File: config.mk
export PLATFORM = sky130hd
export DESIGN_NAME = txn_local_classifier
export DESIGN_NICKNAME = d
export VERILOG_FILES = /design/src/rtl/tlc_pkg.sv /design/src/rtl/frame_bound_stage.sv /design/src/rtl/page_local_tap.sv /design/src/rtl/local_merge.sv /design/src/rtl/txn_local_classifier.sv
export SDC_FILE = /design/constraint.sdc
export NUM_CORES = 1
export LEC_CHECK = 0
export BUFFER_PORTS_ARGS = -buffer_cell sky130_fd_sc_hd__buf_2
export CORE_UTILIZATION = 36
export CTS_CLUSTER_SIZE = 8
export DETAILED_ROUTE_END_ITERATION = 8
export PLACE_DENSITY = 0.78
export SETUP_SLACK_MARGIN = 0.15
export SYNTH_ARGS = -nofsm -noshare
export SYNTH_HDL_FRONTEND = slang
export SYNTH_SLANG_ARGS = --single-unit
File: constraint.sdc
create_clock -name clk -period 1.8 [get_ports clk]
set_input_delay 0.27 -clock clk [delete_from_list [all_inputs] [get_ports clk]]
set_output_delay 0.27 -clock clk [all_outputs]
set_load 0.02 [all_outputs]
File: src/rtl/tlc_pkg.sv
package tlc_pkg;
  typedef enum logic {
    FRAME_OUT = 1'b0,
    FRAME_IN  = 1'b1
  } frame_state_e;
endpackage

File: src/rtl/frame_bound_stage.sv
module frame_bound_stage
  import tlc_pkg::*;
#(
  parameter int ADDR_W = 32
) (
  input  logic              clk,
  input  logic              rst_n,
  input  logic              capture,
  input  logic [ADDR_W-1:0] va,
  input  logic [ADDR_W-1:0] sp,
  input  logic [ADDR_W-1:0] fp,
  output frame_state_e      state_q,
  output logic              in_frame_now
);
  // Two full-width comparators: sp inclusive, fp exclusive.
  function automatic logic in_frame(input logic [ADDR_W-1:0] a,
                                    input logic [ADDR_W-1:0] lo,
                                    input logic [ADDR_W-1:0] hi);
    return (a >= lo) && (a < hi);
  endfunction

  assign in_frame_now = in_frame(va, sp, fp);

  always_ff @(posedge clk) begin
    if (!rst_n)       state_q <= FRAME_OUT;
    else if (capture) state_q <= in_frame_now ? FRAME_IN : FRAME_OUT;
  end

  // the saved result does not move without a new capture
  p_state_hold_r3: assert property (@(posedge clk) disable iff (!rst_n)
    !capture |=> $stable(state_q));

  // an empty frame never produces a frame-local capture
  p_empty_frame_r9: assert property (@(posedge clk) disable iff (!rst_n)
    (capture && (sp >= fp)) |=> state_q == FRAME_OUT);
endmodule

File: src/rtl/page_local_tap.sv
module page_local_tap #(
  parameter int PTE_W     = 32,
  parameter int LOCAL_BIT = 21
) (
  input  logic [PTE_W-1:0] entry,
  output logic             page_local
);
  logic unused_entry_bits;
  assign unused_entry_bits = ^entry;

  generate
    if (LOCAL_BIT < PTE_W) begin : g_tap
      assign page_local = entry[LOCAL_BIT];
    end else begin : g_none
      assign page_local = 1'b0;
    end
  endgenerate
endmodule

File: src/rtl/local_merge.sv
module local_merge (
  input  logic txn_active,
  input  logic lookup_hit,
  input  logic pending,
  input  logic frame_local,
  input  logic page_local,
  input  logic line_sl,
  output logic local_o,
  output logic set_sl_o
);
  // The two one-bit comparators (page flag, line flag) join the saved frame result.
  function automatic logic classify(input logic fr, input logic pg, input logic sl);
    return fr | pg | sl;
  endfunction

  logic active_lookup;
  assign active_lookup = txn_active & lookup_hit & pending;
  assign local_o       = active_lookup & classify(frame_local, page_local, line_sl);
  assign set_sl_o      = local_o & ~line_sl;
endmodule

File: src/rtl/txn_local_classifier.sv
module txn_local_classifier
  import tlc_pkg::*;
#(
  parameter int ADDR_W    = 32,
  parameter int PTE_W     = 32,
  parameter int LOCAL_BIT = 21
) (
  input  logic              clk,
  input  logic              rst_n,
  input  logic              txn_active,
  input  logic              acc_valid,
  input  logic [ADDR_W-1:0] acc_va,
  input  logic [ADDR_W-1:0] stack_ptr,
  input  logic [ADDR_W-1:0] frame_ptr,
  input  logic              lookup_hit,
  input  logic [PTE_W-1:0]  tlb_entry,
  input  logic              line_sl,
  output logic              local_o,
  output logic              set_sl_o
);
  logic         capture;
  logic         pending_q;
  frame_state_e frame_state;
  logic         frame_now;
  logic         page_local;

  assign capture = acc_valid & txn_active;

  always_ff @(posedge clk) begin
    if (!rst_n) pending_q <= 1'b0;
    else        pending_q <= txn_active & (acc_valid | (pending_q & ~lookup_hit));
  end

  frame_bound_stage #(.ADDR_W(ADDR_W)) u_frame (
    .clk(clk), .rst_n(rst_n), .capture(capture),
    .va(acc_va), .sp(stack_ptr), .fp(frame_ptr),
    .state_q(frame_state), .in_frame_now(frame_now)
  );

  page_local_tap #(.PTE_W(PTE_W), .LOCAL_BIT(LOCAL_BIT)) u_page (
    .entry(tlb_entry), .page_local(page_local)
  );

  local_merge u_merge (
    .txn_active(txn_active), .lookup_hit(lookup_hit), .pending(pending_q),
    .frame_local(frame_state == FRAME_IN), .page_local(page_local),
    .line_sl(line_sl), .local_o(local_o), .set_sl_o(set_sl_o)
  );

  logic unused_frame_now;
  assign unused_frame_now = frame_now;

  // page flag in the lookup cycle forces local
  p_page_local_r2: assert property (@(posedge clk) disable iff (!rst_n)
    (txn_active && lookup_hit && pending_q && page_local) |-> local_o);

  // sticky line flag keeps the access local
  p_sticky_line_r4: assert property (@(posedge clk) disable iff (!rst_n)
    (txn_active && lookup_hit && pending_q && line_sl) |-> local_o);

  // flag request only for a local access on an unflagged line
  p_set_only_new_r6: assert property (@(posedge clk) disable iff (!rst_n)
    set_sl_o |-> (local_o && !line_sl));

  // nothing outside a transaction
  p_no_txn_r7: assert property (@(posedge clk) disable iff (!rst_n)
    !txn_active |-> (!local_o && !set_sl_o));

  // outputs only in a lookup cycle
  p_lookup_only_r8: assert property (@(posedge clk) disable iff (!rst_n)
    !lookup_hit |-> (!local_o && !set_sl_o));
endmodule

==> metrics <==
status=completed; Post-CTS Hold Buffers=0; Antenna diodes=0; Area after DPL=~2400 um^2; crit path DAT=between 1500 and 2000 ps; top-area cell type share of the netlist area=0.4791; CTS Root Cell=clkbuf_8; die area=between 4000 and 5000 um^2; clk slew on worst S/H paths=about 30 ps; worst-margin pin slew=357.4 ps; post-synthesis sequential area ratio=0.02433; Routed WL per cell=11.08 um; post-synth net total=between 400 and 500; Post-synth top flop=dfxtp_1; Vias/cell=~4.9; critical path, cell by cell=buf_2, ha_1, nand2_2, or4_4, a2111o_1, a211oi_2; share of cells above drive strength 1=0.4028; drt total wl=approximately 4600 um; nets@finish=559; Hold Fails Final Rpt=0; Area contributors post-synth=ha_1, inv_1, a21oi_1; Pwr Density=282.9 nW/um^2; CP max stage cell=or4_4; global-route wire length before repair=7797 um; clock sinks=2; Ys Warns=0; area growth from synthesis to layout=59.09%; Ports=about 140; CP endpoint kind=register; initial antenna violation count=0; VDD IR-drop max=approximately 0.00026 V; Congestion Overflow GR=0; Final WS setup=about 150 ps; Detailed Route Iter0 Violations=between 40 and 50; cell area after layout=2618 um^2; # H-tree levels=1; routability congestion estimate=0.7830; vias in the first global route=around 2.0k; post-synth cell types=26; Worst EP required=around 1900 ps; Worst Skew=0 ps; number of synthesized flops with an enable pin=0; final antenna-violating net count=0; cell row count=24; Port Buf Inserts=between 100 and 150; Core Area=4384 um^2; Place WS=-258.4 ps; delay-heaviest family, CP=simple AND/OR/NAND/NOR gates; CP max stage delay=between 500 and 600 ps; Pre-antenna DRT Iters=4; HPWL Detailed=slightly above 4000 um; Starting Density=0.3753; CP max FO=2; Synth Register Bits=2; Post-Layout Cell Count=around 410; RSZ-0062 raised after global routing=true; Mapped Cells=~240; asr flop ratio synth=0; Die Y=roughly 70 um; Slew Limit Fails=0; top-count cell post-synth=inv_1; syn_area_per_cell=6.942 um^2; largest net degree at the start of global routing=5; Crit Path Class=input pin to register; fin util=0.5970; Via Count=between 2k and 2.5k; TritonCTS clock tree=built; Max Fclk=~610 MHz; Synth area leader=ha_1; Setup violations, final=0; Maximum Capacitance Violations=0; leak pwr=around 1.6 nW; worst-skew pair later-pin latency=roughly 200 ps; R2R Setup Slk=690 ps; Die X=69.61 um; period utilization=0.9141; placed instance count=between 400 and 500; DRC viols=0; Max clock buf depth=2; Hold Path Class=input pin to register; Synth top cells by count=inv_1, ha_1, a21oi_1; Post-Syn Area=around 1600 um^2; CTS buffer count=3; GRT Total Usage=0.1908; crit path buf inv count=1; Max-Slew Margin vs Limit=0.7587; Tmin final=1645 ps; CP Launch Type=input pin
[through the flow]
step,hold WS [ps],setup TNS (ps),total power [mW]
after global routing,320.2,0,0.8278
after global placement,478.8,-154.9,0.4925
final,296.6,0,0.7404
after CTS,297.2,0,0.7432
after floorplan,387.4,0,0.2942
after detailed placement,499.1,-258.4,0.5125
[routing by layer]
metal	track usage	routed length [um]
met1	0.2132	1935
met2	0.3830	2347
met3	0.02471	239
met4	0.02721	43
met5	0	0
[placed cells by master (no fill, tap or decap), types with 2 or more instances in the layout]
master | Yosys | final
buf_4 | 0 | 16
a211oi_1 | 3 | 3
o211ai_1 | 2 | 2
o21ai_0 | 8 | 8
a221oi_1 | 3 | 3
dfxtp_1 | 2 | 2
inv_1 | 65 | 59
nand2_2 | 1 | 2
ha_1 | 63 | 56
nor2_1 | 12 | 11
nand4_1 | 6 | 6
a21o_1 | 2 | 2
clkbuf_8 | 0 | 3
ha_4 | 0 | 7
nand3_1 | 9 | 9
nor3_1 | 2 | 2
buf_2 | 0 | 92
nand2_1 | 20 | 19
buf_6 | 0 | 11
inv_2 | 0 | 4
a21oi_1 | 28 | 28
[sequential cells by signal, summed over array words and instances (netlist names)]
register / flops
u_frame.state_q: 1
pending_q: 1
[cells by family after synthesis]
group,Yosys count,share of synthesized area
buf+inv,65,0.1483
fa+ha+maj,63,0.4791
compound gates,54,0.2008
simple gates,53,0.1475
flops,2,0.02434
[final timing paths]
kind	depth (start not counted)	startpoint	end
max	6	acc_va[22]	u_frame.state_q
min	3	acc_valid	pending_q
max reg2reg	4	u_frame.state_q	u_frame.state_q
min reg2reg	2	pending_q	pending_q
[worst register-to-register path, cell delays in order (launching register included)]
cell      delay (ps)
dfxtp_1          330
a221oi_1         340
o221ai_2         140
nand2_1          100
a211oi_2          60
[layout make-up]
class / count / area, um^2
clock buffers: 3 / 41.29
fillers: 406 / 1767
repair buffers: 120 / 719.4
inverters: 65 / 259.0
well taps: 52 / 65.06
multi-input cells: 170 / 1493
flip-flops and latches: 2 / 40.04
[where the power goes]
| group | switching (mW) | internal (mW) | leakage, nW |
|---|---|---|---|
| combinational | 0.243 | 0.279 | 1.53 |
| clock | 0.0302 | 0.141 | 0.0216 |
| sequential | 0.00148 | 0.0465 | 0.0163 |
| total | 0.274 | 0.466 | 1.57 |
[what timing repair did]
action / CTS / global route
buffers inserted: 3 / 0
setup endpoints to repair: 1 / 1
pin swaps: 15 / 2
gates resized for setup: 32 / 0
hold endpoints to repair: 0 / 0
No activity file was read; power rests on OpenSTA's default activity.
